[config.mk]
export PLATFORM = sky130hd
export DESIGN_NAME = irq_funnel
export DESIGN_NICKNAME = d
export VERILOG_FILES = /design/src/rtl/irq_funnel_pkg.sv /design/src/rtl/irq_trigger_front.sv /design/src/rtl/irq_prio_pick.sv /design/src/rtl/irq_funnel.sv
export SDC_FILE = /design/constraint.sdc
export NUM_CORES = 1
export LEC_CHECK = 0
export ABC_AREA = 1
export ABC_CLOCK_PERIOD_IN_PS = 4430
export BUFFER_PORTS_ARGS = -buffer_cell sky130_fd_sc_hd__buf_2
export CELL_PAD_IN_SITES_DETAIL_PLACEMENT = 1
export CELL_PAD_IN_SITES_GLOBAL_PLACEMENT = 2
export CORE_MARGIN = 1.5
export CORE_UTILIZATION = 38
export CTS_CLUSTER_SIZE = 12
export DETAILED_ROUTE_END_ITERATION = 10
export PLACE_DENSITY = 0.94
export SYNTH_ARGS = -nofsm -noshare
export SYNTH_HDL_FRONTEND = slang
export SYNTH_SLANG_ARGS = --single-unit
export TNS_END_PERCENT = 30
[constraint.sdc]
create_clock -name clk -period 4.43 [get_ports clk]
set_input_delay 0 -clock clk [delete_from_list [all_inputs] [get_ports clk]]
set_output_delay 0 -clock clk [all_outputs]
set_load 0.05 [all_outputs]
[src/rtl/irq_funnel_pkg.sv]
package irq_funnel_pkg;

  localparam int unsigned XW  = 32;
  localparam int unsigned IDW = 5;

  typedef enum logic [1:0] {
    SEL_ENABLE = 2'd0,
    SEL_PEND   = 2'd1,
    SEL_SRC    = 2'd2,
    SEL_RSVD   = 2'd3
  } reg_sel_e;

  // Mask with the low n bits set.
  function automatic logic [XW-1:0] ch_mask(input int unsigned n);
    logic [XW-1:0] m;
    m = '0;
    for (int unsigned i = 0; i < XW; i++) begin
      if (i < n) m[i] = 1'b1;
    end
    return m;
  endfunction

endpackage

[src/rtl/irq_trigger_front.sv]
module irq_trigger_front
  import irq_funnel_pkg::*;
#(
  parameter int unsigned   N_CH      = 32,
  parameter logic [XW-1:0] TRIG_EDGE = '0,
  parameter logic [XW-1:0] TRIG_POL  = '1
) (
  input  logic          clk,
  input  logic          rst_n,
  input  logic [XW-1:0] lines_i,
  output logic [XW-1:0] fire_o
);

  for (genvar g = 0; g < XW; g++) begin : g_ch
    if (g < N_CH) begin : g_live
      logic s_meta, s_now;

      always_ff @(posedge clk or negedge rst_n) begin
        if (!rst_n) begin
          s_meta <= 1'b0;
          s_now  <= 1'b0;
        end else begin
          s_meta <= lines_i[g];
          s_now  <= s_meta;
        end
      end

      if (TRIG_EDGE[g]) begin : g_edge
        logic s_prev;
        always_ff @(posedge clk or negedge rst_n) begin
          if (!rst_n) s_prev <= 1'b0;
          else        s_prev <= s_now;
        end
        if (TRIG_POL[g]) begin : g_rise
          assign fire_o[g] = s_now & ~s_prev;
        end else begin : g_fall
          assign fire_o[g] = ~s_now & s_prev;
        end
      end else begin : g_level
        if (TRIG_POL[g]) begin : g_high
          assign fire_o[g] = s_now;
        end else begin : g_low
          assign fire_o[g] = ~s_now;
        end
      end
    end else begin : g_dead
      logic unused_line;
      assign unused_line = lines_i[g];
      assign fire_o[g]   = 1'b0;
    end
  end

endmodule

[src/rtl/irq_prio_pick.sv]
module irq_prio_pick #(
  parameter int unsigned W   = 32,
  parameter int unsigned IDW = $clog2(W)
) (
  input  logic [W-1:0]   vec_i,
  output logic           any_o,
  output logic [IDW-1:0] id_o
);

  always_comb begin
    id_o = '0;
    for (int i = W - 1; i >= 0; i--) begin
      if (vec_i[i]) id_o = IDW'(i);
    end
  end

  assign any_o = |vec_i;

endmodule

[src/rtl/irq_funnel.sv]
module irq_funnel
  import irq_funnel_pkg::*;
#(
  parameter int unsigned   N_CH      = 32,
  parameter logic [XW-1:0] TRIG_EDGE = '0,
  parameter logic [XW-1:0] TRIG_POL  = '1
) (
  input  logic          clk,
  input  logic          rst_n,
  input  logic [XW-1:0] irq_in,
  input  logic          bus_en,
  input  logic          bus_we,
  input  logic [3:0]    bus_addr,
  input  logic [XW-1:0] bus_wdata,
  output logic [XW-1:0] bus_rdata,
  output logic          cpu_irq
);

  localparam logic [XW-1:0] LIVE = ch_mask(N_CH);

  logic [XW-1:0]  fire;
  logic [XW-1:0]  ier_q, pend_q, pend_d;
  logic [IDW-1:0] src_id;
  logic           any_pend;
  logic           wr, rd, ack;
  reg_sel_e       sel;
  logic [1:0]     unused_byte;

  assign unused_byte = bus_addr[1:0];
  assign sel = reg_sel_e'(bus_addr[3:2]);
  assign wr  = bus_en & bus_we;
  assign rd  = bus_en & ~bus_we;
  assign ack = wr && (sel == SEL_SRC);

  irq_trigger_front #(
    .N_CH      (N_CH),
    .TRIG_EDGE (TRIG_EDGE),
    .TRIG_POL  (TRIG_POL)
  ) u_front (
    .clk     (clk),
    .rst_n   (rst_n),
    .lines_i (irq_in),
    .fire_o  (fire)
  );

  irq_prio_pick #(
    .W   (XW),
    .IDW (IDW)
  ) u_pick (
    .vec_i (pend_q),
    .any_o (any_pend),
    .id_o  (src_id)
  );

  always_comb begin
    pend_d = pend_q;
    if (wr && sel == SEL_PEND) pend_d = pend_d & bus_wdata;
    pend_d = (pend_d | (fire & ier_q)) & LIVE;
  end

  always_ff @(posedge clk or negedge rst_n) begin
    if (!rst_n) begin
      ier_q     <= '0;
      pend_q    <= '0;
      cpu_irq   <= 1'b0;
      bus_rdata <= '0;
    end else begin
      pend_q  <= pend_d;
      cpu_irq <= ack ? 1'b0 : any_pend;
      if (wr && sel == SEL_ENABLE) ier_q <= bus_wdata & LIVE;
      if (rd) begin
        unique case (sel)
          SEL_ENABLE: bus_rdata <= ier_q;
          SEL_PEND:   bus_rdata <= pend_q;
          SEL_SRC:    bus_rdata <= {{(XW-IDW){1'b0}}, src_id};
          default:    bus_rdata <= '0;
        endcase
      end
    end
  end

endmodule

==> key figures, run 1 <==
Status
  • Outcome: finished clean

STA
  • Setup TNS: 0 ns
  • RSZ-0062 raised after global routing: no
  • Max_slew headroom: 0.359
  • Tmin final: 2.28 ns
  • Final period util: 0.514
  • Final Max Slew Viols: 0
  • Worst-margin pin slew: 0.959 ns
  • Setup Viol. Count Final: 0
  • Clk_skew: around 0.013 ns
  • Hold violation total from the final report: 0
  • FMAX: 439 MHz

Critical path
  • CP Capture Type: register
  • R2R Path Start: pend_q[30]$_DFF_PN0_
  • Slowest-stage cell, CP: dfrtp_1
  • Crit path kind: reg2reg
  • WP buf/inv: 1
  • Worst setup SP type: register
  • CP delay by family, top: simple AND/OR/NAND/NOR gates
  • Worst EP arrival: 2.60 ns
  • CP Depth: 35
  • CP Max Fanout: 4
  • Slowest Stage Delay on Critical Path: a little over 0.4 ns
  • Worst Reg-to-Reg Cells: 35
  • Worst reg2reg path endpoint: bus_rdata[0]$_DFFE_PN0P_
  • R2R Setup Slk: 2.15 ns
  • WP data required: 4.75 ns
  • Most common cell on crit path: nand2_1

Global route
  • Initial antenna violation count: 0
  • Maximum number of pins on one net before global-route repair: between 60 and 70
  • Gr ovfl total: 0
  • GRT Total Usage: 0.212
  • First-pass GRT wire length: 26.4 mm
  • Vias in the first global route: ~5200

Drt
  • Via Count: between 4000 and 5000
  • Drt pass-1 iters: 4
  • Routed wire length per instance: 16.8 um
  • Detailed-route wire length: 16.2 mm
  • Drt drc: 0
  • DR iter-0 viols: 275
  • Antenna viol nets, final: 0
  • Vias per cell: 4.84

Final layout
  • Final net count: 814
  • Antenna diode instance count: 0
  • Fin cells: between 900 and 1000
  • Share of layout cells above drive strength 1: 0.201
  • P&R area growth vs syn: 34.0%

Floorplan
  • Initial Utilization: 0.390
  • Die X: 128 um
  • Site Rows: between 40 and 50
  • Die footprint: 16400 um2
  • Placeable core region: about 15000 um2
  • Die Y: 128 um
  • Ports: 105

Pwr
  • LEAKAGE: 0.00374 uW
  • Worst IR Drop VDD: 0.000339 V
  • Power Density: 478 nW/um2

Place
  • IO buf count: 102
  • DP HPWL: 9.79 mm
  • Placer Congestion: roughly 0.75
  • Placed insts: just under 900

Yosys
  • Post-synthesis cell count: around 570
  • #FFs+latches synth: 161
  • Post-Syn Area: 5950 um2
  • Seq/Total Area, Yosys: 0.677
  • Distinct cells, synth: 23
  • Post-Syn Nets: 637
  • Syn. warnings: 0
  • Avg Cell Area, Syn: 10.5 um2

Clock tree
  • Post-CTS Setup Inserts: 0
  • Hold buffers post-CTS: between 60 and 70
  • CTS buffer count: 17
  • Clock transition at path regs: roughly 0.06 ns
  • Clk buf depth: 2
  • H-tree levels: 4
  • Root buf cell: clkbuf_16
  • Post_cts resized: 0
  • Clk_lat worst skew: ~0.43 ns
  • CTS Sinks: 161
  • CTS tree: done

Hold path
  • Hold Path Class: in2async

Job
  • Max-cap violations: 0
## where the power goes
group / internal (uW) / switching (uW) / leakage [uW]
sequential: 1650 / 144 / 0.00183
clock: 849 / 575 / 0.000272
combinational: 205 / 388 / 0.00164
total: 2710 / 1110 / 0.00374
## sequential cells by signal (all words and copies together), names as in the netlist
| name | flops |
|---|---|
| bus_rdata | 32 |
| cpu_irq | 1 |
| u_front.g_ch.g_live.s_meta | 32 |
| ier_q | 32 |
| pend_q | 32 |
| u_front.g_ch.g_live.s_now | 32 |
## logic make-up (layout without fill, tap and decap cells)
group | Yosys count | after routing | synth area share
AOI/OAI and AO/OA | 102 | 102 | 0.0887
DFF | 161 | 161 | 0.677
and+or+nand+nor | 211 | 211 | 0.136
buffers and inverters | 59 | 249 | 0.0378
muxes | 32 | 32 | 0.0605
## metal layers
layer | global-route usage | part of all wire
met3 | 0.0518 | 0.037
met2 | 0.377 | 0.53
met5 | 0 | 0
met4 | 0.0714 | 0.017
met1 | 0.253 | 0.42
## final cells by class
cell class / count / area (um2)
Clock inverter: 7 / 73.8
Tap cell: 211 / 264
Fill cell: 1675 / 7280
Sequential cell: 161 / 4030
Clock buffer: 25 / 505
Inverter: 41 / 154
Timing Repair Buffer: 176 / 1240
Multi-Input combinational cell: 345 / 1710
## stage by stage
stage	power [uW]	utilization	worst slack (ns)	hold WS [ns]	cell area [um2]
global route	3990	0.523	1.75	0.123	7980
CTS	3860	0.523	2.09	0.0618	7980
detailed placement	2370	0.440	2.16	-0.0137	6720
global placement	2330	0.440	2.16	-0.0250	6720
floorplan	2150	-	2.50	-0.296	5950
finish	3820	0.523	2.15	0.0754	7980
## Yosys cell counts, drive strengths merged
cell / instances / share of area
a21oi: 57 / 0.048
a221oi: 2 / 0.0029
a311oi: 1 / 0.0015
a32oi: 1 / 0.0015
buf: 4 / 0.0032
clkbuf: 14 / 0.0088
clkinv: 1 / 0.00063
dfrtp: 161 / 0.68
inv: 40 / 0.025
mux2: 32 / 0.061
nand2: 155 / 0.098
nand3: 1 / 0.00084
nand4: 1 / 0.0011
nor2: 48 / 0.030
nor3: 4 / 0.0042
nor4: 2 / 0.0021
o21ai: 40 / 0.034
o31ai: 1 / 0.0013
## placed cells by master, fill, tap and decap left out, types with 6 or more instances in the layout
cell             n
dfrtp_1        161
nand2_1        154
buf_2          101
dlygate4sd3_1   68
a21oi_1         57
nor2_1          45
o21ai_0         32
inv_1           32
mux2_1          30
clkbuf_16       17
inv_2            8
o21ai_1          8
buf_4            6
## worst max path at each step
stage                         start                  endpoint  slack, ns
2_1_floorplan  pend_q[29]$_DFF_PN0_  bus_rdata[0]$_DFFE_PN0P_       2.50
3_3_place_gp   pend_q[30]$_DFF_PN0_  bus_rdata[0]$_DFFE_PN0P_       2.16
3_5_place_dp   pend_q[30]$_DFF_PN0_  bus_rdata[0]$_DFFE_PN0P_       2.16
4_1_cts        pend_q[30]$_DFF_PN0_  bus_rdata[0]$_DFFE_PN0P_       2.09
5_1_grt        pend_q[30]$_DFF_PN0_  bus_rdata[0]$_DFFE_PN0P_       1.75
6_report       pend_q[30]$_DFF_PN0_  bus_rdata[0]$_DFFE_PN0P_       2.15
(Power assumes the default switching activity.)
==> inputs of run 2 (changes only) <==
--- a/config.mk
+++ b/config.mk
@@ -6,15 +6,15 @@
 export NUM_CORES = 1
 export LEC_CHECK = 0
 export ABC_AREA = 1
-export ABC_CLOCK_PERIOD_IN_PS = 4430
+export ABC_CLOCK_PERIOD_IN_PS = 1960
 export BUFFER_PORTS_ARGS = -buffer_cell sky130_fd_sc_hd__buf_2
 export CELL_PAD_IN_SITES_DETAIL_PLACEMENT = 1
 export CELL_PAD_IN_SITES_GLOBAL_PLACEMENT = 2
 export CORE_MARGIN = 1.5
-export CORE_UTILIZATION = 38
+export CORE_UTILIZATION = 32
 export CTS_CLUSTER_SIZE = 12
 export DETAILED_ROUTE_END_ITERATION = 10
-export PLACE_DENSITY = 0.94
+export PLACE_DENSITY = 0.85
 export SYNTH_ARGS = -nofsm -noshare
 export SYNTH_HDL_FRONTEND = slang
 export SYNTH_SLANG_ARGS = --single-unit
==> constraint.sdc (replaced) <==
create_clock -name clk -period 1.96 [get_ports clk]
set_input_delay 0 -clock clk [delete_from_list [all_inputs] [get_ports clk]]
set_output_delay 0 -clock clk [all_outputs]
set_load 0.05 [all_outputs]
==> key figures, run 2 (synthesis gave the netlist of run 1 again) <==
Status
  • Outcome: complete, but fails checks (was finished clean)
  • Failing checks: design-rule violations, negative setup slack

STA
  • Worst Slack Setup Final: -0.258 ns (was 2.15 ns)
  • RSZ-0062 raised after global routing: yes (was no)
  • Final Max Slew Viols: 0 (unchanged)
  • Hold violation total from the final report: 0 (unchanged)
  • Worst hold slack: 0.108 ns (was 0.0754 ns)
  • Setup Viol. Count Final: 2 (was 0)
  • FMAX: 451 MHz (was 439 MHz)
  • Final period util: 1.13 (was 0.514)
  • Max_slew headroom: 0.492 (was 0.359)
  • Clk_skew: 0.0103 ns (was 0.0132 ns)
  • Tmin final: 2.22 ns (was 2.28 ns)
  • Worst-margin pin slew: 0.761 ns (was 0.959 ns)

Final layout
  • Antenna diode instance count: 0 (unchanged)
  • Final net count: 834 (was 814)
  • P&R area growth vs syn: 39.4% (was 34.0%)
  • Most frequent cells in the layout: 161 x dfrtp_1, 149 x nand2_1, 101 x buf_2 (was 161 x dfrtp_1, 154 x nand2_1, 101 x buf_2)
  • Share of layout cells above drive strength 1: 0.243 (was 0.201)
  • Commonest non-fill, non-tap cell in the layout: dfrtp_1 (unchanged)

Critical path
  • Slowest Stage Delay on Critical Path: 0.39 ns (was 0.41 ns)
  • Worst setup SP type: register (unchanged)
  • Slowest-stage cell, CP: dfrtp_1 (unchanged)
  • R2R Path Start: pend_q[30]$_DFF_PN0_ (unchanged)
  • CP Launch Point: pend_q[30]$_DFF_PN0_ (unchanged)
  • Most common cell on crit path: nand2_1 (unchanged)
  • WP buf/inv: 1 (unchanged)
  • Worst EP arrival: 2.58 ns (was 2.60 ns)
  • CP delay by family, top: simple AND/OR/NAND/NOR gates (unchanged)
  • WP data required: 2.32 ns (was 4.75 ns)
  • Crit path kind: reg2reg (unchanged)
  • CP Capture Type: register (unchanged)
  • CP Max Fanout: 2 (was 4)

Clock tree
  • Clk_lat worst skew: 0.43 ns (about the same)
  • Clock transition at path regs: 0.07 ns (was 0.06 ns)
  • CTS tree: done (unchanged)
  • CTS buffer count: 17 (unchanged)
  • Root buf cell: clkbuf_16 (unchanged)
  • Clk buf depth: 2 (unchanged)
  • CTS Sinks: 161 (unchanged)
  • H-tree levels: 4 (unchanged)

Floorplan
  • Site Rows: 49 (was 45)
  • Die X: 139 um (was 128 um)
  • Die footprint: 19400 um2 (was 16400 um2)
  • Initial Utilization: 0.329 (was 0.390)
  • Placeable core region: 18100 um2 (was 15300 um2)
  • Ports: 105 (unchanged)
  • Die Y: 139 um (was 128 um)

Drt
  • Antenna viol nets, final: 0 (unchanged)
  • Detailed-route wire length: 16.6 mm (was 16.2 mm)
  • DR iter-0 viols: 195 (was 275)
  • Routed wire length per instance: 16.6 um (was 16.8 um)
  • Vias per cell: 4.67 (was 4.84)
  • Drt drc: 5 (was 0)
  • Drt pass-1 iters: 7 (was 4)
  • Via Count: 4690 (was 4679)

Pwr
  • NetSw: 2620 uW (was 1110 uW)
  • LEAKAGE: 0.00392 uW (was 0.00374 uW)
  • Final Total Pwr: 8960 uW (was 3820 uW)
  • Power Density: 1080 nW/um2 (was 478 nW/um2)
  • Seq pwr share: 0.452 (was 0.471)
  • Switching power share of the total: 0.292 (was 0.290)
  • Worst IR Drop VDD: 0.000548 V (was 0.000339 V)
  • Clock share of power: 0.385 (was 0.373)
  • Comb pwr share: 0.163 (was 0.155)
  • Int Pwr: 6340 uW (was 2710 uW)

Global route
  • First-pass GRT wire length: 28.0 mm (was 26.4 mm)
  • GRT Total Usage: 0.186 (was 0.212)
  • Initial antenna violation count: 0 (unchanged)
  • Vias in the first global route: 5342 (was 5248)
  • Gr ovfl total: 0 (unchanged)
  • Maximum number of pins on one net before global-route repair: 60 (was 64)

Job
  • Max-cap violations: 0 (unchanged)

Place
  • Pre-CTS setup slack: -0.247 ns (was 2.16 ns)
  • DP HPWL: 10.9 mm (was 9.79 mm)
  • Placer Congestion: 0.746 (was 0.751)
  • IO buf count: 102 (unchanged)

Hold path
  • Hold Path Class: in2async (unchanged)
## run 2: changes by cell type in the layout (fill, tap and decap cells not counted), moves of 3 or more
cell,previous run,this run
clkinv_4,0,3
nand2_2,1,5
nand2_1,154,149
clkinvlp_4,4,0
buf_4,6,22
## run 2: per-stage QoR
step / setup TNS (ns) / utilization / instance area [um2] / instances
final: -0.424 / 0.459 / 8300 / 1004
after global routing: -1.37 / 0.459 / 8300 / 1004
after CTS: -0.411 / 0.455 / 8230 / 1003
after detailed placement: -0.254 / 0.381 / 6890 / 901
after global placement: -0.141 / 0.381 / 6890 / 901
after floorplan: 0 / - / 5950 / 565
## run 2: cell type report
| type | instances | area (um2) |
|---|---|---|
| Clock buffer | 23 | 498 |
| Clock inverter | 9 | 120 |
| Fill cell | 1999 | 9790 |
| Inverter | 41 | 154 |
| Multi-Input combinational cell | 345 | 1790 |
| Sequential cell | 161 | 4030 |
| Tap cell | 229 | 287 |
| Timing Repair Buffer | 196 | 1420 |
## run 2: worst reg2reg max path, delay by kind of cell, from the launching register on
kind | cells | cell delay, ns
flip-flops | 1 | 0.39
buffers and inverters | 1 | 0.06
AND/OR/NAND/NOR | 34 | 1.68
## run 2: path summary, 6_finish.rpt
path	endpoint	slack (ns)	cells after the start
max in group asynchronous	u_front.g_ch[4].g_live.s_meta$_DFF_PN0_	1.01	3
worst max-delay path	bus_rdata[0]$_DFFE_PN0P_	-0.26	35
worst min-delay path	u_front.g_ch[22].g_live.s_meta$_DFF_PN0_	0.11	2
min in group clk	bus_rdata[19]$_DFFE_PN0P_	0.18	5
worst max register to register	bus_rdata[0]$_DFFE_PN0P_	-0.26	35
worst min register to register	u_front.g_ch[25].g_live.s_now$_DFF_PN0_	0.35	0
## run 2: repair_timing
action                                  4_1_cts  5_1_grt
buffers inserted                              1        2
endpoints found under the setup margin        3       30
pin swaps                                     0        8
resized for setup                             3       18
hold buffers                                 69        0
hold endpoints to repair                    161        0
## run 2: routing by layer
| layer | vias up | track usage | part of all wire |
|---|---|---|---|
| met3 | 9 | 0.0434 | 0.033 |
| li1 | 2213 | - | - |
| met2 | 70 | 0.318 | 0.51 |
| met1 | 2398 | 0.236 | 0.45 |
| met4 | 0 | 0.0543 | 0.0089 |
| met5 | - | 0 | 0 |
## run 2: power groups by stage
stage                     sequential [uW]  combinational (uW)  clock, uW
after floorplan                      4380                 473          0
after global placement               4070                1280          0
after detailed placement             4100                1330          0
after CTS                            4050                1460       3520
after global routing                 4100                1610       3670
final                                4050                1460       3450
